File: config.mk
export PLATFORM = sky130hd
export DESIGN_NAME = wprot_guard
export DESIGN_NICKNAME = d
export VERILOG_FILES = /design/src/rtl/wprot_pkg.sv /design/src/rtl/wprot_lockout.sv /design/src/rtl/wprot_flag.sv /design/src/rtl/wprot_seqfsm.sv /design/src/rtl/wprot_guard.sv
export SDC_FILE = /design/constraint.sdc
export NUM_CORES = 1
export LEC_CHECK = 0
export ABC_AREA = 1
export BUFFER_PORTS_ARGS = -buffer_cell sky130_fd_sc_hd__buf_2
export CORE_MARGIN = 5
export CORE_UTILIZATION = 28
export CTS_CLUSTER_SIZE = 16
export DETAILED_ROUTE_END_ITERATION = 7
export GPL_TIMING_DRIVEN = 0
export HOLD_SLACK_MARGIN = 0.08
export PLACE_DENSITY = 0.49
export REMOVE_ABC_BUFFERS = 1
export SKIP_CTS_REPAIR_TIMING = 1
export SYNTH_ARGS = -nofsm -noshare
export SYNTH_HDL_FRONTEND = slang
export SYNTH_SLANG_ARGS = --single-unit
export TNS_END_PERCENT = 50
File: constraint.sdc
create_clock -name clk -period 4.5 [get_ports clk]
set_input_delay 0.45 -clock clk [delete_from_list [all_inputs] [get_ports clk]]
set_output_delay 0.45 -clock clk [all_outputs]
set_load 0.1 [all_outputs]
File: src/rtl/wprot_pkg.sv
package wprot_pkg;
    typedef enum logic [2:0] {
        SEQ_IDLE, SEQ_GOT1, SEQ_GOT2, SEQ_DIS3, SEQ_DIS4, SEQ_DIS5, SEQ_PAGE
    } seq_state_t;

    localparam logic [7:0] CODE_FIRST   = 8'hAA;
    localparam logic [7:0] CODE_SECOND  = 8'h55;
    localparam logic [7:0] CODE_UNLOCK  = 8'hA0;
    localparam logic [7:0] CODE_DIS_ESC = 8'h80;
    localparam logic [7:0] CODE_DISABLE = 8'h20;
endpackage

File: src/rtl/wprot_lockout.sv
module wprot_lockout #(
    parameter int LOCK_CYCLES = 200
) (
    input  logic clk,
    input  logic rst_n,
    input  logic supply_ok,
    output logic wr_ok
);
    localparam int CNT_W = $clog2(LOCK_CYCLES + 1);
    localparam logic [CNT_W-1:0] LIM = CNT_W'(LOCK_CYCLES);

    logic [CNT_W-1:0] cnt;

    always_ff @(posedge clk or negedge rst_n) begin
        if (!rst_n)          cnt <= '0;
        else if (!supply_ok) cnt <= '0;
        else if (cnt != LIM) cnt <= cnt + 1'b1;
    end

    assign wr_ok = supply_ok && (cnt == LIM);
endmodule

File: src/rtl/wprot_flag.sv
module wprot_flag (
    input  logic clk,
    input  logic por_n,
    input  logic set_req,
    input  logic clr_req,
    output logic prot_q
);
    // Cleared only by the storage power-on input, never by logic reset.
    always_ff @(posedge clk or negedge por_n) begin
        if (!por_n)       prot_q <= 1'b0;
        else if (set_req) prot_q <= 1'b1;
        else if (clr_req) prot_q <= 1'b0;
    end
endmodule

File: src/rtl/wprot_seqfsm.sv
module wprot_seqfsm
    import wprot_pkg::*;
#(
    parameter int                ADDR_W = 15,
    parameter int                DATA_W = 8,
    parameter logic [ADDR_W-1:0] ADDR_A = 15'h5555,
    parameter logic [ADDR_W-1:0] ADDR_B = 15'h2AAA
) (
    input  logic              clk,
    input  logic              rst_n,
    input  logic              wr_ok,
    input  logic              ld_valid,
    input  logic [ADDR_W-1:0] ld_addr,
    input  logic [DATA_W-1:0] ld_data,
    input  logic              win_end,
    input  logic              prot_on,
    output logic              set_prot,
    output logic              clr_prot,
    output logic              cmd_hit,
    output logic              timer_go,
    output logic              commit_go
);
    seq_state_t state, nxt;
    logic unlocked, data_seen, step_hit, load_ev, data_ld, close_win;

    wire at_a = (ld_addr == ADDR_A);
    wire at_b = (ld_addr == ADDR_B);
    wire is_aa  = at_a && (ld_data == DATA_W'(CODE_FIRST));
    wire is_55  = at_b && (ld_data == DATA_W'(CODE_SECOND));
    wire is_a0  = at_a && (ld_data == DATA_W'(CODE_UNLOCK));
    wire is_80  = at_a && (ld_data == DATA_W'(CODE_DIS_ESC));
    wire is_20  = at_a && (ld_data == DATA_W'(CODE_DISABLE));

    assign close_win = !wr_ok || win_end;
    assign load_ev   = wr_ok && ld_valid && !win_end;
    assign data_ld   = load_ev && !step_hit;

    always_comb begin
        nxt      = state;
        step_hit = 1'b0;
        set_prot = 1'b0;
        clr_prot = 1'b0;
        if (close_win) begin
            nxt = SEQ_IDLE;
        end else if (ld_valid) begin
            nxt = SEQ_PAGE;
            unique case (state)
                SEQ_IDLE: if (is_aa) begin nxt = SEQ_GOT1; step_hit = 1'b1; end
                SEQ_GOT1: if (is_55) begin nxt = SEQ_GOT2; step_hit = 1'b1; end
                SEQ_GOT2: begin
                    if (is_a0) begin
                        step_hit = 1'b1;
                        set_prot = 1'b1;
                    end else if (is_80) begin
                        nxt = SEQ_DIS3;
                        step_hit = 1'b1;
                    end
                end
                SEQ_DIS3: if (is_aa) begin nxt = SEQ_DIS4; step_hit = 1'b1; end
                SEQ_DIS4: if (is_55) begin nxt = SEQ_DIS5; step_hit = 1'b1; end
                SEQ_DIS5: begin
                    if (is_20) begin
                        step_hit = 1'b1;
                        clr_prot = 1'b1;
                    end
                end
                SEQ_PAGE: nxt = SEQ_PAGE;
                default:  nxt = SEQ_IDLE;
            endcase
        end
    end

    // State register process
    always_ff @(posedge clk or negedge rst_n) begin
        if (!rst_n) begin
            state     <= SEQ_IDLE;
            unlocked  <= 1'b0;
            data_seen <= 1'b0;
        end else begin
            state <= nxt;
            if (close_win) begin
                unlocked  <= 1'b0;
                data_seen <= 1'b0;
            end else begin
                if (set_prot) unlocked  <= 1'b1;
                if (data_ld)  data_seen <= 1'b1;
            end
        end
    end

    // Output process
    always_ff @(posedge clk or negedge rst_n) begin
        if (!rst_n) begin
            cmd_hit   <= 1'b0;
            timer_go  <= 1'b0;
            commit_go <= 1'b0;
        end else begin
            cmd_hit   <= step_hit;
            timer_go  <= wr_ok && win_end && data_seen;
            commit_go <= wr_ok && win_end && data_seen && (!prot_on || unlocked);
        end
    end
endmodule

File: src/rtl/wprot_guard.sv
module wprot_guard #(
    parameter int                ADDR_W      = 15,
    parameter int                DATA_W      = 8,
    parameter int                LOCK_CYCLES = 200,
    parameter logic [ADDR_W-1:0] ADDR_A      = 15'h5555,
    parameter logic [ADDR_W-1:0] ADDR_B      = 15'h2AAA
) (
    input  logic              clk,
    input  logic              rst_n,
    input  logic              por_n,
    input  logic              supply_ok,
    input  logic              load_valid,
    input  logic [ADDR_W-1:0] load_addr,
    input  logic [DATA_W-1:0] load_data,
    input  logic              window_end,
    output logic              cmd_consumed,
    output logic              timer_start,
    output logic              commit_allowed,
    output logic              prot_on
);
    logic wr_ok, set_req, clr_req;

    wprot_lockout #(.LOCK_CYCLES(LOCK_CYCLES)) u_lockout (
        .clk(clk), .rst_n(rst_n), .supply_ok(supply_ok), .wr_ok(wr_ok)
    );

    wprot_seqfsm #(
        .ADDR_W(ADDR_W), .DATA_W(DATA_W), .ADDR_A(ADDR_A), .ADDR_B(ADDR_B)
    ) u_seq (
        .clk(clk), .rst_n(rst_n), .wr_ok(wr_ok),
        .ld_valid(load_valid), .ld_addr(load_addr), .ld_data(load_data),
        .win_end(window_end), .prot_on(prot_on),
        .set_prot(set_req), .clr_prot(clr_req),
        .cmd_hit(cmd_consumed), .timer_go(timer_start), .commit_go(commit_allowed)
    );

    wprot_flag u_flag (
        .clk(clk), .por_n(por_n), .set_req(set_req), .clr_req(clr_req), .prot_q(prot_on)
    );
endmodule

==> results of run 1 <==
[where the power goes]
group          internal, mW  switching, mW
clock network        0.0627         0.0504
logic                0.0171         0.0224
registers             0.155        0.00173
[cell type report]
type | count | area [sq um] | share of cell area
multi-input combinational | 142 | 649 | 0.425
clock buffer | 4 | 45.0 | 0.0295
sequential | 17 | 425 | 0.278
timing repair buffer | 33 | 170 | 0.111
inverter | 46 | 173 | 0.113
tap | 52 | 65.1 | 0.0426
[flip-flops by register name, summed over array words and instances, names as in the netlist]
signal           count
u_seq.commit_go      1
u_seq.unlocked       1
u_flag.prot_q        1
u_seq.state          3
u_seq.data_seen      1
u_seq.cmd_hit        1
u_seq.timer_go       1
u_lockout.cnt        8
[critical path, delay by kind of cell, from the launching register on]
kind / cells / cell delay (ps)
and+or+nand+nor: 8 / 810
DFF: 1 / 400
adders and majority gates: 1 / 150
AOI/OAI and AO/OA: 1 / 120
buffers and inverters: 1 / 100
[worst max path at each step]
stage | end | cells past startpoint
global placement | u_seq.data_seen | 11
global route | u_seq.data_seen | 11
CTS | u_seq.data_seen | 11
detailed placement | u_seq.data_seen | 11
floorplan | u_seq.data_seen | 11
finish | u_seq.data_seen | 11
[cells by family after synthesis]
kind of cell,after synthesis
and+or+nand+nor,121
buffers and inverters,48
AOI/OAI and AO/OA,19
DFF,17
adders and majority gates,2
[metrics by stage]
stage / total power [mW] / utilization
2_1_floorplan: 0.177 / -
3_3_place_gp: 0.199 / 0.338
3_5_place_dp: 0.199 / 0.338
4_1_cts: 0.314 / 0.349
5_1_grt: 0.328 / 0.351
6_report: 0.309 / 0.351
[cells in the final DEF, fill, tap and decap left out, drive strengths merged]
master and n:
nor2 35, o31ai 1, buf 32, nand4 6, nand3 12, nand3b 1, o21ai 11, dlygate4sd3 1
and2 1, dfrtp 17, nor3 5, nand2 60, clkbuf 4, a21oi 7, ha 2, nor3b 1
inv 46
[layer usage]
| layer | routed length, um | GRT usage | part of all wire | vias up |
|---|---|---|---|---|
| met1 | 1400 | 0.141 | 0.53 | 551 |
| met4 | 23 | 0.0309 | 0.0086 | 0 |
| met5 | 0 | 0 | 0 | - |
| met2 | 1120 | 0.139 | 0.42 | 22 |
| li1 | - | - | - | 702 |
| met3 | 113 | 0.0117 | 0.042 | 2 |
==> flow_summary.toml, run 1 <==
[status]
outcome = "completed"

[worst_setup_path]
critPathCaptureType = "flop"
reg2reg_setup_slack_ps = 2820
r2r_start = "u_lockout.cnt[0]"
cp_cell_sequence = "inv_1 > ha_1 > nand3_1 > nor3_2 > nand2_2 > nor2_4 > nand2_2 > a21oi_1 > nand2_1 > nand2_1 > nand2_1"
reg2reg_depth = 11
cp_common_cell = "nand2_1"
worstSetupStartpoint = "u_lockout.cnt[0]"
crit_path_start_kind = "flop"
required_ps = 4640
slowest_stage = "dfrtp_1"
r2r_end = "u_seq.data_seen"
slowest_delay_ps = 400
critPathKind = "reg2reg"
crit_fanout = 3
arrival_ps = 1820

[finish]
areaGrowthSynthToFinish_pct = 21.6
nFillCells = 468
instances_no_fill = 294
nets = 274
drive_gt1_frac = 0.190
num_antenna_cells = 0
final_area_sq_mm = 0.00153

[yosys]
yosysMostFrequentCell = "nand2_1"
synth_cell_type_count = 23
ys_top_cells_by_area = "dfrtp_1 34%, nand2_1 17%, inv_1 13%"
synth_edf_count = 0
synth_flop_cell = "dfrtp_1"
synthSimpleGateAreaFrac = 0.416
synth-compound-area-share = 0.0807
synth_top_family_by_area = "simple AND/OR/NAND/NOR gates"
async_reset_ff_frac = 1.00
synthTopCellsByCount = "57 x nand2_1, 42 x inv_1, 33 x nor2_1, 17 x dfrtp_1, 12 x nand3_1"
synth_top_area_share = 0.339
synth_adder_area_share = 0.0199
netlist_instances = 207
synth_top_cell_by_area = "dfrtp_1"
synth_xor_area_frac = 0
syn_avg_cell_area_sq_um = 6.07
yosysWarnings = 0
synth-seq-cells = 17
yosysSeqAreaShare = 0.339
netlist_area_sq_mm = 0.00126
synth_mux_area_frac = 0

[placement]
gp_congestion = 0.751
placed_area_sq_mm = 0.00147
numPortBuffers = 32
post-dp-hpwl_mm = 2.21
place_inst = 289
place_ws_ps = 2820

[clock_network]
clk-insertion-delay-late_ps = 250
cts_buffers = 3
clock_path_buffers = 2
clk_pin_slew_ps = 60
cts_tree = "built"
cts-htree-levels = 1
cts.sinks = 17
root_buffer = "clkbuf_8"

[grt]
gr-total-overflow = 0
grt_max_degree = 17
grt_pass1_vias = 1160
grtUsageTotal = 0.0944
grt_antenna_before_repair = 0
grt_pass1_wl_mm = 4.83

[floorplanning]
start_util = 0.289
ios = 33
core_area_sq_mm = 0.00435
die-area_sq_mm = 0.00593
die_y_um = 77.0
rows = 24
die_x_um = 77.0

[detailed_routing]
drt_first_iter_violations = 95
viasPerCell = 4.34
vias = 1277
drt-pass1-iter-count = 6
drc = 0
ant_nets = 0
wl_mm = 2.66
wl_per_cell_um = 9.05

[timing]
finClkSkew_ps = 1.36
worst_pin_slew_ps = 486
maxSlewViolCount = 0
worst_slack_ps = 2820
relSlewSlack = 0.678
post-route-min-period_ps = 1680
period_share = 0.373
setup_viol = 0
hold_viol = 0
hold_ws_ps = 106
fin_tns_setup_ps = 0
grt_setup_unrepaired = "false"
max_freq_mhz = 596

[flow_run]
cap_violations = 0

[power]
leakagePower_nw = 0.837
ir_drop_uv = 70.7
power_density_mw_per_mm2 = 202

[min_path]
worstHoldPathType = "in2async"
Power figures use the tool's default switching activity.
==> run 2: changes to the inputs <==
PLACE_DENSITY = 0.5   (was 0.49)
clock period = 1.5 ns   (was 4.5 ns; I/O delays follow)
==> flow_summary.toml, run 2 (synthesis gave the netlist of run 1 again) <==
[detailed_routing]
wl_mm = 2.67
route.met2.wl_mm = 1.10
vias = 1221
wl_per_cell_um = 9.02
viasPerCell = 4.13
met1_length_mm = 1.46
route.met3.wl_um = 86
drc = 0
top_layer_used = "met4"
drt-pass1-iter-count = 4
drt_first_iter_violations = 51
ant_nets = 0

[power]
combPwrFrac = 0.137
leakagePower_nw = 0.848
clkPwrFrac = 0.365
power_density_mw_per_mm2 = 599
switching_share = 0.249
seqPwrFrac = 0.498
power_switching_mw = 0.236
ir_drop_uv = 259
intPower_mw = 0.711

[worst_setup_path]
reg2reg_setup_slack_ps = -140
critPathKind = "reg2reg"
slowest_stage = "dfrtp_1"
arrival_ps = 1780
cp_common_cell = "nand2_1"
critPathCaptureType = "flop"
r2r_end = "u_seq.data_seen"
required_ps = 1640
crit_path_start_kind = "flop"
r2r_start = "u_lockout.cnt[1]"
cp_cell_sequence = "inv_2 > ha_4 > nand3_4 > nor3_4 > nand2_2 > nor2_4 > nand2_2 > a21oi_2 > nand2_1 > nand2_1 > nand2_1"
crit_fanout = 3
worstSetupStartpoint = "u_lockout.cnt[1]"
slowest_delay_ps = 410
critPathTopFamily = "simple AND/OR/NAND/NOR gates"
path_buf_inv = 1
reg2reg_depth = 11
cp.depth = 11

[finish]
nFillCells = 451
areaGrowthSynthToFinish_pct = 25.8
largest_register_ffs = 8
instances_no_fill = 296
num_antenna_cells = 0
final_area_sq_mm = 0.00158
final_cell_mix = "57 x nand2_1, 40 x inv_1, 33 x nor2_1, 32 x buf_2, 17 x dfrtp_1"
largest_register = "u_lockout.cnt"
multi_input_area_sq_um = 684
regArea_sq_um = 425
layout_commonest_cell = "nand2_1"
nets = 276
drive_gt1_frac = 0.213
reg_top3 = "u_lockout.cnt x8, u_seq.state x3"

[grt]
grt_max_degree = 17
grt_antenna_before_repair = 0
grt_pass1_wl_mm = 4.63
grt_pass1_vias = 1125
gr-total-overflow = 0
grtUsageTotal = 0.0907

[floorplanning]
rows = 24
ios = 33
die-area_sq_mm = 0.00593
core_area_sq_mm = 0.00435
die_y_um = 77.0
start_util = 0.289
die_x_um = 77.0

[flow_run]
cap_violations = 0

[min_path]
holdPathStages = 4
min_to = "u_seq.data_seen"
worstHoldPathType = "in2reg"
min_from = "window_end"

[timing]
fin_tns_setup_ps = -602
setup_viol = 7
grt_setup_unrepaired = "true"
hold_viol = 0
period_share = 1.09
post-route-min-period_ps = 1640
max_freq_mhz = 609
finClkSkew_ps = 0.563
maxSlewViolCount = 0
relSlewSlack = 0.679
worst_pin_slew_ps = 485
worst_slack_ps = -141

[placement]
gp_congestion = 0.751
numPortBuffers = 32
post-dp-hpwl_mm = 2.20
place_inst = 289
placed_area_sq_mm = 0.00147

[clock_network]
root_buffer = "clkbuf_8"
clk_pin_slew_ps = 70
clock_path_buffers = 2
cts_tree = "built"
cts_buffers = 3
clk-insertion-delay-late_ps = 250
cts-htree-levels = 1
cts.sinks = 17

[status]
outcome = "finished, violations left"
failed_checks = "negative setup slack"
==> run 2: per-stage QoR <==
stage / worst slack [ps] / util / total power, mW / hold WS, ps
2_1_floorplan: -12.3 / - / 0.530 / -146
5_1_grt: -322 / 0.363 / 0.999 / 206
3_5_place_dp: -183 / 0.338 / 0.596 / -73.4
6_report: -141 / 0.363 / 0.947 / 184
3_3_place_gp: -179 / 0.338 / 0.596 / -75.3
4_1_cts: -213 / 0.349 / 0.943 / -342
==> run 2: area by class of cell <==
cell class / instances / area share
sequential: 17 / 0.269
timing repair buffer: 35 / 0.119
clock buffer: 4 / 0.0285
tap: 52 / 0.0412
inverter: 46 / 0.109
multi-input combinational: 142 / 0.433
==> run 2: worst min-delay path: stages <==
cell     delay (ps)
buf_2           110
nor2_4           40
nand2_1          50
nand2_1          40
==> run 2: metal layers <==
| metal | track usage | vias up |
|---|---|---|
| li1 | - | 704 |
| met1 | 0.136 | 498 |
| met2 | 0.132 | 17 |
| met3 | 0.0117 | 2 |
| met4 | 0.0309 | 0 |
| met5 | 0 | - |
==> run 2: worst max path at each step <==
stage                            to  slack [ps]
floorplan           u_seq.data_seen         -10
global placement    u_seq.data_seen        -180
detailed placement  u_seq.data_seen        -180
CTS                 u_seq.data_seen        -210
global route        u_seq.data_seen        -320
finish              u_seq.data_seen        -140
==> run 2: power by group through the flow <==
stage          Sequential (mW)  Clock [mW]  Combinational, mW
2_1_floorplan            0.477           0             0.0530
3_3_place_gp             0.478           0              0.117
3_5_place_dp             0.479           0              0.118
4_1_cts                  0.470       0.354              0.118
5_1_grt                  0.471       0.376              0.152
6_report                 0.471       0.345              0.130
